## config.mk

```make
export PLATFORM = sky130hd
export DESIGN_NAME = gpio_tmr_port
export DESIGN_NICKNAME = d
export VERILOG_FILES = /design/src/rtl/gpio_tmr_pkg.sv /design/src/rtl/gpio_tmr_ctrl.sv /design/src/rtl/gpio_tmr_sync.sv /design/src/rtl/gpio_tmr_dp.sv /design/src/rtl/gpio_tmr_port.sv
export SDC_FILE = /design/constraint.sdc
export NUM_CORES = 1
export LEC_CHECK = 0
export ABC_AREA = 1
export BUFFER_PORTS_ARGS = -buffer_cell sky130_fd_sc_hd__buf_4
export CORE_UTILIZATION = 39
export CTS_BUF_LIST = sky130_fd_sc_hd__clkbuf_16
export DETAILED_ROUTE_END_ITERATION = 6
export GPL_ROUTABILITY_DRIVEN = 0
export PLACE_DENSITY = 0.89
export SLEW_MARGIN = 20
export SYNTH_ARGS = -nofsm -noshare
export SYNTH_HDL_FRONTEND = slang
export SYNTH_SLANG_ARGS = --single-unit
export TNS_END_PERCENT = 1
```

## constraint.sdc

```tcl
create_clock -name clk -period 1.7 [get_ports clk]
set_input_delay 0.255 -clock clk [delete_from_list [all_inputs] [get_ports clk]]
set_output_delay 0.255 -clock clk [all_outputs]
set_load 0.05 [all_outputs]
```

## src/rtl/gpio_tmr_pkg.sv

```systemverilog
package gpio_tmr_pkg;
  // decoded strobes passed from the control to the datapath
  typedef struct packed {
    logic wrLatch;   // write the output latch
    logic wrDir;     // write the direction register
    logic selLatch;  // address hits the latch
    logic selDir;    // address hits the direction register
  } portStrobe_t;
endpackage

```

## src/rtl/gpio_tmr_ctrl.sv

```systemverilog
module gpio_tmr_ctrl
  import gpio_tmr_pkg::*;
#(
  parameter int ADDR_W = 8,
  parameter logic [ADDR_W-1:0] LATCH_ADDR = 'h03,
  parameter logic [ADDR_W-1:0] DIR_ADDR = 'h07
) (
  input  logic [ADDR_W-1:0] busAddr,
  input  logic              busWrEn,
  output portStrobe_t       strb
);
  logic hitLatch;
  logic hitDir;

  assign hitLatch = (busAddr == LATCH_ADDR);
  assign hitDir   = (busAddr == DIR_ADDR);

  always_comb begin
    strb          = '0;
    strb.selLatch = hitLatch;
    strb.selDir   = hitDir;
    strb.wrLatch  = busWrEn && hitLatch;
    strb.wrDir    = busWrEn && hitDir;
  end
endmodule

```

## src/rtl/gpio_tmr_sync.sv

```systemverilog
module gpio_tmr_sync #(
  parameter int WIDTH = 2,
  parameter int STAGES = 2
) (
  input  logic             clk,
  input  logic             rstN,
  input  logic [WIDTH-1:0] asyncIn,
  output logic [WIDTH-1:0] syncOut
);
  logic [WIDTH-1:0] stage [STAGES];

  always_ff @(posedge clk or negedge rstN) begin
    if (!rstN) begin
      for (int s = 0; s < STAGES; s++) stage[s] <= '0;
    end else begin
      stage[0] <= asyncIn;
      for (int s = 1; s < STAGES; s++) stage[s] <= stage[s-1];
    end
  end

  assign syncOut = stage[STAGES-1];
endmodule

```

## src/rtl/gpio_tmr_dp.sv

```systemverilog
module gpio_tmr_dp
  import gpio_tmr_pkg::*;
#(
  parameter int PINS = 2,
  parameter int DATA_W = 8,
  parameter int SEL_W = 2,
  parameter int SYNC_STAGES = 2
) (
  input  logic                  clk,
  input  logic                  rstN,
  input  portStrobe_t           strb,
  input  logic [DATA_W-1:0]     wrData,
  input  logic [PINS-1:0]       padIn,
  input  logic [PINS*SEL_W-1:0] tmrSel,
  input  logic [PINS-1:0]       tmrOe,
  input  logic [PINS-1:0]       tmrOut,
  output logic [PINS-1:0]       padOe,
  output logic [PINS-1:0]       padOut,
  output logic [PINS-1:0]       tmrIn,
  output logic [DATA_W-1:0]     rdData
);
  localparam int PAD_W = DATA_W - PINS;

  logic [PINS-1:0] latchQ;
  logic [PINS-1:0] dirQ;
  logic [PINS-1:0] pinSync;
  logic [PINS-1:0] tmrOwn;
  logic [PINS-1:0] portView;

  // latch has no reset: keeps its value across reset
  always_ff @(posedge clk) begin
    if (strb.wrLatch) latchQ <= wrData[PINS-1:0];
  end

  always_ff @(posedge clk or negedge rstN) begin
    if (!rstN) dirQ <= '0;
    else if (strb.wrDir) dirQ <= wrData[PINS-1:0];
  end

  gpio_tmr_sync #(.WIDTH(PINS), .STAGES(SYNC_STAGES)) uSync (
    .clk    (clk),
    .rstN   (rstN),
    .asyncIn(padIn),
    .syncOut(pinSync)
  );

  for (genvar i = 0; i < PINS; i++) begin : gPin
    assign tmrOwn[i]   = |tmrSel[i*SEL_W +: SEL_W];
    assign padOe[i]    = tmrOwn[i] ? tmrOe[i]  : dirQ[i];
    assign padOut[i]   = tmrOwn[i] ? tmrOut[i] : latchQ[i];
    assign portView[i] = dirQ[i] ? latchQ[i] : pinSync[i];
  end

  assign tmrIn = pinSync;

  always_comb begin
    if (strb.selLatch)    rdData = {{PAD_W{1'b0}}, portView};
    else if (strb.selDir) rdData = {{PAD_W{1'b0}}, dirQ};
    else                  rdData = '0;
  end

  AST_DIR_LOAD: assert property (@(posedge clk) disable iff (!rstN)
    strb.wrDir |=> dirQ == $past(wrData[PINS-1:0]));
  AST_DIR_KEEP: assert property (@(posedge clk) disable iff (!rstN)
    !strb.wrDir |=> $stable(dirQ));
  AST_LATCH_LOAD: assert property (@(posedge clk) disable iff (!rstN)
    strb.wrLatch |=> latchQ == $past(wrData[PINS-1:0]));
  AST_DIR_DRIVES_LATCH: assert property (@(posedge clk) disable iff (!rstN)
    (strb.wrDir && !(|tmrSel)) |=> ((padOe == dirQ) && ((padOut & dirQ) == (latchQ & dirQ))));
endmodule

```

## src/rtl/gpio_tmr_port.sv

```systemverilog
module gpio_tmr_port
  import gpio_tmr_pkg::*;
#(
  parameter int PINS = 2,
  parameter int ADDR_W = 8,
  parameter int DATA_W = 8,
  parameter int SEL_W = 2,
  parameter int SYNC_STAGES = 2,
  parameter logic [ADDR_W-1:0] LATCH_ADDR = 'h03,
  parameter logic [ADDR_W-1:0] DIR_ADDR = 'h07
) (
  input  logic                  clk,
  input  logic                  rstN,
  input  logic [ADDR_W-1:0]     busAddr,
  input  logic                  busWrEn,
  input  logic [DATA_W-1:0]     busWrData,
  output logic [DATA_W-1:0]     busRdData,
  input  logic [PINS-1:0]       padIn,
  output logic [PINS-1:0]       padOe,
  output logic [PINS-1:0]       padOut,
  input  logic [PINS*SEL_W-1:0] tmrSel,
  input  logic [PINS-1:0]       tmrOe,
  input  logic [PINS-1:0]       tmrOut,
  output logic [PINS-1:0]       tmrIn
);
  portStrobe_t strb;

  gpio_tmr_ctrl #(.ADDR_W(ADDR_W), .LATCH_ADDR(LATCH_ADDR), .DIR_ADDR(DIR_ADDR)) uCtrl (
    .busAddr(busAddr),
    .busWrEn(busWrEn),
    .strb   (strb)
  );

  gpio_tmr_dp #(.PINS(PINS), .DATA_W(DATA_W), .SEL_W(SEL_W), .SYNC_STAGES(SYNC_STAGES)) uDp (
    .clk    (clk),
    .rstN   (rstN),
    .strb   (strb),
    .wrData (busWrData),
    .padIn  (padIn),
    .tmrSel (tmrSel),
    .tmrOe  (tmrOe),
    .tmrOut (tmrOut),
    .padOe  (padOe),
    .padOut (padOut),
    .tmrIn  (tmrIn),
    .rdData (busRdData)
  );

  AST_UPPER_ZERO: assert property (@(posedge clk) disable iff (!rstN)
    busRdData[DATA_W-1:PINS] == '0);
endmodule

```

== Word-level counts from Yosys, hierarchy flattened ==
Index checks and enable logic that the tools add are counted.

* Register bits after elaboration: 8
* Input port bits: 29
* Logic and storage cells: 18
* Output and inout port bits: 14

* Equality and inequality tests: 2
* Reductions and logical operators: 4
* Mux-type cells: 8

{| class="wikitable"
|+ Operator list
! cell !! count
|-
| 8-bit by 2-bit equality test with 1-bit output, second input constant || 1
|-
| 8-bit by 3-bit equality test with 1-bit output, second input constant || 1
|-
| 8-bit 2-to-1 mux || 1
|-
| 1-bit 2-to-1 mux || 6
|-
| 2-bit OR reduction || 2
|-
| 1-bit logical AND || 2
|-
| 2-bit 2-to-1 mux || 1
|}

== Depth between registers and ports, before layout ==
Gate-level depths: netlist of the first run.

* Depth in word-level cells: 3
* Gate-level depth with buffers: 6
* Depth with buffers taken out: 6

== Hierarchy ==
From an unflattened synthesis of the first run, not the netlist that was laid out.

* Cells, all modules: 75
* Area total of the unflattened synthesis: 514.2 µm²

{| class="wikitable"
|+ By module, submodules not included
! module !! cells each !! area each (µm²) !! times used !! sequential area each (µm²)
|-
| gpio_tmr_dp || 46 || 302.8 || 1 || 110.1
|-
| gpio_tmr_sync || 6 || 115.1 || 1 || 100.1
|-
| gpio_tmr_ctrl || 23 || 96.3 || 1 || 0.0
|}

== Worst setup path before layout of the first run ==
Ideal clock, no wire load.

* Path type: flip-flop to output port
* Start point: reg uDp.dirQ[0]
* End point: out busRdData[0]
* Arrival time: 974 ps
* Required time: 1445 ps
* Path buffers: 0
* Slack: 471 ps
* Cell stages (with the launch flop): 4
* Path through: dfrtp_1 > o21ai_0 > nand3_1 > nand2_1

* Longest elaborated chain between the ends: 2
* Elaborated cells between the ends (all ways): 3
* Those cells by class: mux (3)

{| class="wikitable"
|+ Ends and longest elaborated chain
! item !! line !! text
|-
| start: declaration || gpio_tmr_dp.sv:25 || <nowiki>logic [PINS-1:0] dirQ;</nowiki>
|-
| start signal: assignment || gpio_tmr_dp.sv:37 || <nowiki>else if (strb.wrDir) dirQ <= wrData[PINS-1:0];</nowiki>
|-
| 2-bit 2-to-1 mux / 1-bit 2-to-1 mux (equally long branches) || gpio_tmr_dp.sv:58, gpio_tmr_dp.sv:51 ||
|-
| 8-bit 2-to-1 mux * || gpio_tmr_dp.sv:57 || <nowiki>if (strb.selLatch) rdData = {{PAD_W{1'b0}}, portView};</nowiki>
|-
| end: declaration || gpio_tmr_port.sv:17 || <nowiki>output logic [DATA_W-1:0] busRdData,</nowiki>
|}

Every way passes the cells marked *; elsewhere a longest branch is shown, timed or not.

== Worst setup path in the final report of the first run ==
Same ends and word-level chain as after synthesis.

==> results.md, run 1 <==
* Die area at 0.00148 mm²
* Die W at 38.4 µm
* EDFF count, synth at 2
* Post-synthesis sequential area ratio at 40.6%
* Final Max Tran Viols at 0
* Final Skew at 6.10 ps
* Placed Cells at 104
* Outcome: finished, final reports clean
* Worst setup EP type: output pin
* Antenna-violating nets left at 0
* Clock Power Share at 51.6%
* Total track usage at 16.4%
* Clock Latency Late Sink at 230 ps
* Non-Filler Instances at 109
* Io pins at 43
* CP Class: register to output pin
* Final instance area at 808 µm²
* Final Util at 69.0%
* Power per cell area at 939 mW/mm²
* Cell variety after synth at 19
* Sequential share of power at 27.8%
* Setup bufs post-CTS at 0
* Final hold slack at 138 ps
* Clk slew on worst S/H paths at 40 ps
* Filler cells at 105
* Synth top cells by count: 16 x nand2_1, 8 x buf_4, 6 x dfrtp_1
* Antenna Cells at 0
* Cell Chain, Critical Path: o21ai_0 > nand3_1 > nand2_1 > buf_4
* # rows at 12
* Num CTS Buffers at 3
* Mux contribution to synthesized area at 0%
* Main synth FF type: dfrtp_1
* Comb pwr share at 20.6%
* Layout area overhead at 56.0%
* Compound-Gate Fraction of Synth Area at 5.80%
* Initial Utilization at 44.2%
* Pin count of the biggest net entering global routing at 9
* Worst-path fanout max at 5
* Sw frac at 25.2%
* Largest family of logic cells by synthesized area: simple AND/OR/NAND/NOR gates
* Leakage at 0.448 nW
* Final wirelength at 1.04 mm
* CP max stage cell: dfrtp_1
* First-pass GRT wire length at 1.63 mm
* Psw at 0.191 mW
* Final critical-path share of the clock period at 85.8%
* Final setup violation count at 0
* Synth area leader: dfrtp_1
* CP Launch Type: register
* CP arrival at 1200 ps
* Post-Synth XOR/XNOR Area at 0%
* Minimum clock period at 1460 ps
* Fmax at 685 MHz
* HP Class: input port to register
* CP required at 1440 ps
* Top cell type's share of synthesized area at 29.0%
* Core Area at 0.00117 mm²
* Share of cells above drive strength 1 at 45.3%
* Drt wl/cell at 9.58 µm
* Die Ht at 38.4 µm
* Number of hold violations in the final report at 0
* Max Cap Violations at 0
* Global route total overflow at 0
* NumNets Final at 125
* #FFs+latches synth at 8
* Clock H-tree levels at 1
* Cell area after synthesis at 518 µm²
* Root buf cell: clkbuf_16
* DR iter-0 viols at 1
* Antenna violations before repair at 0
* Area share of and/or/nand/nor cells after synthesis at 36.2%
* CTS sink cnt at 8
* Mean Syn Cell Area at 8.22 µm²
* Warnings from Yosys at 0
* Post-DP HPWL at 803 µm
* Area after DPL at 719 µm²
* Cell family with the largest share of critical-path delay: flip-flops
* Worst vdd ir at 0.620 mV
* Longest Clk Path Bufs at 2
* DRC viols at 0
* Crit path buffers/inverters at 1
* Number of global-route vias before repair at 428
* Synth async-reset ratio at 75.0%
* Largest cells by area after synthesis: dfrtp_1 29%, buf_4 12%, edfxtp_1 12%
* Setup TNS at 0 ps
* PortBufs at 30
* Count leader, synth: nand2_1
* Synth Instances at 63
* Via count at 503
* CTS tree: done
* Vias/cell at 4.61
* Delay of the slowest critical-path stage at 430 ps
* RSZ-0062 raised after global routing: no
* DR pass1 iterations at 4
* Int Pwr at 0.568 mW
* Adder-cell share of the synthesized area at 0%
[sequential cells by signal, indices dropped and copies added (netlist names)]
register           cells
uDp.latchQ             2
uDp.uSync.stage        2
uDp.dirQ               2
uDp.uSync.syncOut      2
[worst register-to-register path, stage by stage, from the launching register on]
cell and delay [ps]:
dfrtp_1 430, nand2_1 90, nand2_1 50
[logic make-up after synthesis]
kind of cell	Yosys count
AOI/OAI and AO/OA	6
DFF	8
buffers and inverters	15
and+or+nand+nor	33
other	1
[metrics by stage]
step                setup WS (ps)  power, mW
floorplan                     471      0.318
global placement              471      0.364
detailed placement            439      0.367
CTS                           230      0.764
global route                  165      0.789
finish                        241      0.759
[worst paths after layout]
kind                                          from              endpoint  slack (ps)  cells after the start
worst max-delay path                   uDp.dirQ[0]          busRdData[0]         240                      4
worst min-delay path                      padIn[1]    uDp.uSync.stage[3]         140                      1
worst max register to register         uDp.dirQ[0]           uDp.dirQ[0]        1020                      2
worst min register to register  uDp.uSync.stage[3]  uDp.uSync.syncOut[1]         340                      0
max in group asynchronous                     rstN  uDp.uSync.syncOut[1]        1220                      2
min in group asynchronous                     rstN           uDp.dirQ[0]         360                      2
[metal layers]
layer / up-vias / part of all wire, % / global-route usage, %
met4: 0 / 1.4 / 5.17
met5: - / 0 / 0
met2: 36 / 53 / 31.4
li1: 249 / - / -
met1: 216 / 35 / 16.2
met3: 2 / 10 / 5.81
[what timing repair did]
| item | CTS | global route |
|---|---|---|
| endpoints found under the hold margin | 6 | 0 |
| resized for setup | 0 | 0 |
| hold buffers | 1 | 0 |
[power groups by stage]
stage | registers, mW | logic (mW) | clock network [mW]
global placement | 0.212 | 0.152 | 0
floorplan | 0.211 | 0.107 | 0
detailed placement | 0.213 | 0.154 | 0
CTS | 0.211 | 0.157 | 0.396
finish | 0.211 | 0.156 | 0.392
global route | 0.212 | 0.167 | 0.411
[cell type report]
| type | count | area (µm²) | share of cell area (%) |
|---|---|---|---|
| sequential | 8 | 210 | 26.0 |
| clock buffer | 3 | 75.1 | 9.29 |
| multi-input combinational | 45 | 240 | 29.7 |
| inverter | 7 | 26.3 | 3.25 |
| timing repair buffer | 31 | 235 | 29.1 |
| clock inverter | 1 | 3.75 | 0.464 |
| tap | 14 | 17.5 | 2.17 |
[placed cells by master, fill, tap and decap left out]
master | Yosys | routed
nor2_8 | 1 | 1
conb_1 | 1 | 6
o21ai_1 | 4 | 4
nor3_2 | 1 | 1
nor2_1 | 2 | 2
buf_4 | 8 | 30
o21ai_0 | 2 | 2
nand3_2 | 1 | 1
clkbuf_16 | 0 | 3
nand3_1 | 4 | 4
nand2_4 | 1 | 1
nand4_1 | 2 | 2
dfrtp_1 | 6 | 6
dlygate4sd3_1 | 0 | 1
and3_1 | 1 | 1
edfxtp_1 | 2 | 2
nand2_2 | 3 | 3
inv_2 | 2 | 2
nand2_1 | 16 | 16
inv_1 | 5 | 6
nor2_4 | 1 | 1
Power figures use the tool's default switching activity.
==> run 2, diff against run 1 <==
--- a/config.mk
+++ b/config.mk
@@ -7,11 +7,11 @@
 export LEC_CHECK = 0
 export ABC_AREA = 1
 export BUFFER_PORTS_ARGS = -buffer_cell sky130_fd_sc_hd__buf_4
-export CORE_UTILIZATION = 39
+export CORE_UTILIZATION = 33
 export CTS_BUF_LIST = sky130_fd_sc_hd__clkbuf_16
 export DETAILED_ROUTE_END_ITERATION = 6
 export GPL_ROUTABILITY_DRIVEN = 0
-export PLACE_DENSITY = 0.89
+export PLACE_DENSITY = 0.81
 export SLEW_MARGIN = 20
 export SYNTH_ARGS = -nofsm -noshare
 export SYNTH_HDL_FRONTEND = slang
==> constraint.sdc (replaced) <==
create_clock -name clk -period 1.33 [get_ports clk]
set_input_delay 0.1995 -clock clk [delete_from_list [all_inputs] [get_ports clk]]
set_output_delay 0.1995 -clock clk [all_outputs]
set_load 0.05 [all_outputs]
==> run 2 against run 1 <==
Compared with the run above: first-iteration DRC count increased to 18 times the previous value; cell area increased by 3.9%; largest power group unchanged; critical path type unchanged; hold slack got worse by 57 ps; clock power increased by 28%; routed wire length decreased by 3.6%; sequential power increased by 27%.
==> results.md, run 2 (synthesis gave the netlist of run 1 again) <==
* Final Util at 60.7%
* Leakage at 0.467 nW
* CTS tree: done
* Psw at 0.245 mW
* Initial Utilization at 37.5%
* Final instance area at 840 µm²
* Antenna Cells at 0
* Global route total overflow at 0
* Comb pwr share at 21.1%
* Number of global-route vias before repair at 462
* Clock H-tree levels at 1
* Die W at 41.6 µm
* Power per cell area at 1160 mW/mm²
* Commonest non-fill, non-tap cell in the layout: buf_4
* DR iter-0 viols at 18
* Number of hold violations in the final report at 0
* Cell family with the largest share of critical-path delay: flip-flops
* Core Area at 0.00138 mm²
* Minimum clock period at 1320 ps
* CP Launch Type: register
* Clock Latency Late Sink at 230 ps
* # rows at 13
* CP required at 1130 ps
* Int Pwr at 0.731 mW
* Worst setup EP type: output pin
* Reg2Reg Setup Slack at 570 ps
* Layout area overhead at 62.1%
* Pin count of the biggest net entering global routing at 9
* DR pass1 iterations at 3
* Clock Power Share at 51.3%
* Io pins at 43
* Grt met3 use at 4.35%
* Area after DPL at 721 µm²
* Share of cells above drive strength 1 at 46.9%
* Drt wl/cell at 8.90 µm
* CTS sink cnt at 8
* Outcome: finished, final reports clean
* Worst-path fanout max at 5
* Die area at 0.00173 mm²
* Setup TNS at 0 ps
* Antenna-violating nets left at 0
* Root buf cell: clkbuf_16
* First-pass GRT wire length at 1.81 mm
* Clk slew on worst S/H paths at 40 ps
* CP Class: register to output pin
* Hold Crit Start: padIn[0]
* Vias/cell at 4.34
* HP Class: input port to register
* Via count at 490
* CP max stage cell: dfrtp_1
* Post-DP HPWL at 818 µm
* Crit path buffers/inverters at 1
* DRC viols at 0
* Reg2reg start: uDp.dirQ[1]
* Total track usage at 13.6%
* Num CTS Buffers at 3
* Final Skew at 5.68 ps
* Delay of the slowest critical-path stage at 410 ps
* PortBufs at 30
* Final hold slack at 80.6 ps
* Leading cell types in the layout, fill and taps excluded: 31 x buf_4, 16 x nand2_1
* Final wirelength at 1.01 mm
* Antenna violations before repair at 0
* Max Cap Violations at 0
* CP arrival at 1120 ps
* Hold endpoint: uDp.uSync.stage[2]
* Final setup violation count at 0
* Met2 Resource Use GR at 23.8%
* Worst vdd ir at 1.00 mV
* Die Ht at 41.6 µm
* Longest Clk Path Bufs at 2
* Top Usage Layer GRT: met2
* Worst reg-to-reg path cell count at 3
* RSZ-0062 raised after global routing: yes
* Cell depth of the worst hold path at 1
* Final Max Tran Viols at 0
* Worst R2R End: uDp.dirQ[1]
* NumNets Final at 128
* M1 GR Usage at 15.0%
* Final critical-path share of the clock period at 98.9%
* Sw frac at 25.1%
* Fmax at 760 MHz
* Cell Chain, Critical Path: o21ai_1 > nand3_1 > nand2_1 > buf_6
* Sequential share of power at 27.6%
[run 2: power by group through the flow]
stage | Clock, mW | Sequential [mW] | Combinational (mW)
detailed placement | 0 | 0.272 | 0.197
floorplan | 0 | 0.270 | 0.136
finish | 0.501 | 0.269 | 0.206
CTS | 0.508 | 0.270 | 0.201
global placement | 0 | 0.272 | 0.194
global route | 0.528 | 0.270 | 0.222
[run 2: layer usage]
layer / share of wire, % / vias to the layer above
met5: 0 / -
met4: 0 / 0
met3: 9.2 / 0
met2: 53 / 30
met1: 38 / 202
li1: - / 258
[run 2: worst max-delay path by stage]
| stage | from | to | cells past startpoint |
|---|---|---|---|
| 2_1_floorplan | uDp.dirQ[0] | busRdData[0] | 3 |
| 3_3_place_gp | uDp.dirQ[1] | busRdData[1] | 4 |
| 3_5_place_dp | busAddr[6] | busRdData[1] | 7 |
| 4_1_cts | uDp.dirQ[1] | busRdData[1] | 4 |
| 5_1_grt | uDp.dirQ[0] | busRdData[0] | 5 |
| 6_report | uDp.dirQ[1] | busRdData[1] | 4 |
[run 2: layout make-up]
cell class                 count  area [µm²]
inverter                       7        26.3
tap                           15        18.8
fill                         123         543
sequential                     8         210
timing repair buffer          34         265
clock buffer                   3        75.1
clock inverter                 1        3.75
multi-input combinational     45         240
[run 2: worst reg2reg max path, delay by kind of cell, from the launching register on]
kind	cells	cell delay, ps
DFF	1	410
and+or+nand+nor	2	90
buffers and inverters	1	150
[run 2: timing repair]
item | 4_1_cts | 5_1_grt
buffers inserted | 0 | 3
hold endpoints to repair | 6 | 0
setup endpoints to repair | 2 | 2
pin swaps | 1 | 1
hold buffers | 1 | 0
resized for setup | 4 | 0
[run 2: metrics by stage]
step	std cells	power [mW]	worst slack, ps
after CTS	110	0.978	-4.26
after floorplan	68	0.407	157
after global routing	113	1.02	-45.3
after global placement	105	0.466	177
final	113	0.976	14.9
after detailed placement	105	0.470	179
==> run 3, diff against run 2 <==
--- a/config.mk
+++ b/config.mk
@@ -12,6 +12,7 @@
 export DETAILED_ROUTE_END_ITERATION = 6
 export GPL_ROUTABILITY_DRIVEN = 0
 export PLACE_DENSITY = 0.81
+export SETUP_SLACK_MARGIN = 0.15
 export SLEW_MARGIN = 20
 export SYNTH_ARGS = -nofsm -noshare
 export SYNTH_HDL_FRONTEND = slang
==> run 3 against run 2 <==
Compared with the run above: combinational power is 2% higher; non-clock buffer count is 1 higher; global-route usage is 0.27 points higher; largest power group unchanged; critical path depth stayed put; hold slack hardly changed; critical path type unchanged; setup slack better by 6.8 ps; routed wire length stayed put; critical endpoint is now busRdData[0].
==> results.md, run 3 (synthesis gave the netlist of run 1 again) <==
* Drt wl/cell at 8.82 µm
* Number of global-route vias before repair at 466
* DR pass1 iterations at 4
* CP Class: register to output pin
* Worst setup EP type: output pin
* Delay of the slowest critical-path stage at 420 ps
* First-pass GRT wire length at 1.84 mm
* CTS sink cnt at 8
* Longest Clk Path Bufs at 2
* Antenna-violating nets left at 0
* Root buf cell: clkbuf_16
* Max Cap Violations at 0
* HP Class: input port to register
* Final setup margin at 21.6 ps
* Storage cell area at 210 µm²
* Final Max Tran Viols at 0
* Global route total overflow at 0
* Post-DP HPWL at 818 µm
* # rows at 13
* Antenna Cells at 0
* Non-Filler Instances at 114
* Number of hold violations in the final report at 0
* Io pins at 43
* Int Pwr at 0.735 mW
* Layout area overhead at 65.0%
* CTS tree: done
* CP required at 1130 ps
* Vias/cell at 4.32
* Cell family with the largest share of critical-path delay: flip-flops
* Minimum clock period at 1310 ps
* Die Ht at 41.6 µm
* RSZ-0062 raised after global routing: yes
* Pin count of the biggest net entering global routing at 9
* Clock H-tree levels at 1
* Power per cell area at 1150 mW/mm²
* Clk slew on worst S/H paths at 30 ps
* Core Area at 0.00138 mm²
* Area occupied by multi-input gates at 240 µm²
* Final instance area at 855 µm²
* Total track usage at 13.9%
* Worst-path fanout max at 5
* Psw at 0.245 mW
* DR iter-0 viols at 20
* Final hold slack at 80.6 ps
* Share of cells above drive strength 1 at 47.5%
* Pre-CTS setup slack at 179 ps
* Antenna violations before repair at 0
* Via count at 493
* Placed Cells at 105
* PortBufs at 30
* Cell Chain, Critical Path: o21ai_1 > nand3_1 > nand2_1 > buf_6
* Sw frac at 25.0%
* Fmax at 764 MHz
* Final setup violation count at 0
* Final wirelength at 1.01 mm
* Outcome: finished, final reports clean
* Clock Latency Late Sink at 230 ps
* Final critical-path share of the clock period at 98.4%
* Worst vdd ir at 1.01 mV
* Sequential share of power at 27.4%
* Final Skew at 5.55 ps
* CP arrival at 1110 ps
* Filler cells at 120
* Clock Power Share at 51.0%
* Commonest non-fill, non-tap cell in the layout: buf_4
* Initial Utilization at 37.5%
* Crit path buffers/inverters at 1
* Leading cell types in the layout, fill and taps excluded: 30 x buf_4, 16 x nand2_1
* Die W at 41.6 µm
* Leakage at 0.474 nW
* Setup TNS at 0 ps
* CP Launch Type: register
* Die area at 0.00173 mm²
* Comb pwr share at 21.5%
* Num CTS Buffers at 3
* Area after DPL at 721 µm²
* DRC viols at 0
* NumNets Final at 129
* CP max stage cell: dfrtp_1
==> run 3: cell count changes in the layout (fill, tap and decap cells not counted) <==
cell   delta
buf_4     -1
buf_6     +2
==> run 3: layout make-up <==
class                           instances  area share (%)
Tap cell                               15            2.20
Multi-Input combinational cell         45            28.1
Sequential cell                         8            24.6
Timing Repair Buffer                   35            32.8
Inverter                                7            3.07
Clock buffer                            3            8.78
Clock inverter                          1           0.439
==> run 3: worst paths after layout <==
path	start	endpoint	slack (ps)	cells past startpoint
max	uDp.dirQ[0]	busRdData[0]	20	4
min	padIn[0]	uDp.uSync.stage[2]	80	1
max reg2reg	uDp.dirQ[0]	uDp.dirQ[0]	550	3
min reg2reg	uDp.uSync.stage[2]	uDp.uSync.syncOut[0]	340	0
max in group asynchronous	rstN	uDp.uSync.syncOut[0]	900	2
min in group asynchronous	rstN	uDp.dirQ[1]	310	2
==> run 3: power groups by stage <==
| stage | clock [mW] | combinational, mW | sequential, mW |
|---|---|---|---|
| after floorplan | 0 | 0.136 | 0.270 |
| after global placement | 0 | 0.194 | 0.272 |
| after detailed placement | 0 | 0.197 | 0.272 |
| after CTS | 0.508 | 0.209 | 0.269 |
| after global routing | 0.528 | 0.227 | 0.270 |
| final | 0.500 | 0.211 | 0.269 |
==> run 3: metal layers <==
| layer | global-route usage [%] | vias up | part of all wire [%] |
|---|---|---|---|
| li1 | - | 260 | - |
| met1 | 15.6 | 203 | 38 |
| met2 | 24.1 | 30 | 53 |
| met3 | 5.65 | 0 | 9.1 |
| met4 | 3.87 | 0 | 0 |
| met5 | 0 | - | 0 |
==> run 3: worst reg2reg max path: stages (launching register included) <==
cell	delay [ps]
dfrtp_1	420
buf_4	150
nand2_1	50
nand2_1	50
==> run 3: what timing repair did <==
item	CTS	global route
endpoints found under the hold margin	6	0
hold buffers	1	0
setup buffers	4	0
resized for setup	4	2
endpoints found under the setup margin	2	4
pin swaps	2	0
==> run 3: through the flow <==
step	utilization, %	power (mW)
5_1_grt	61.8	1.03
6_report	61.8	0.981
3_5_place_dp	52.1	0.470
4_1_cts	61.3	0.986
3_3_place_gp	52.1	0.466
2_1_floorplan	-	0.407
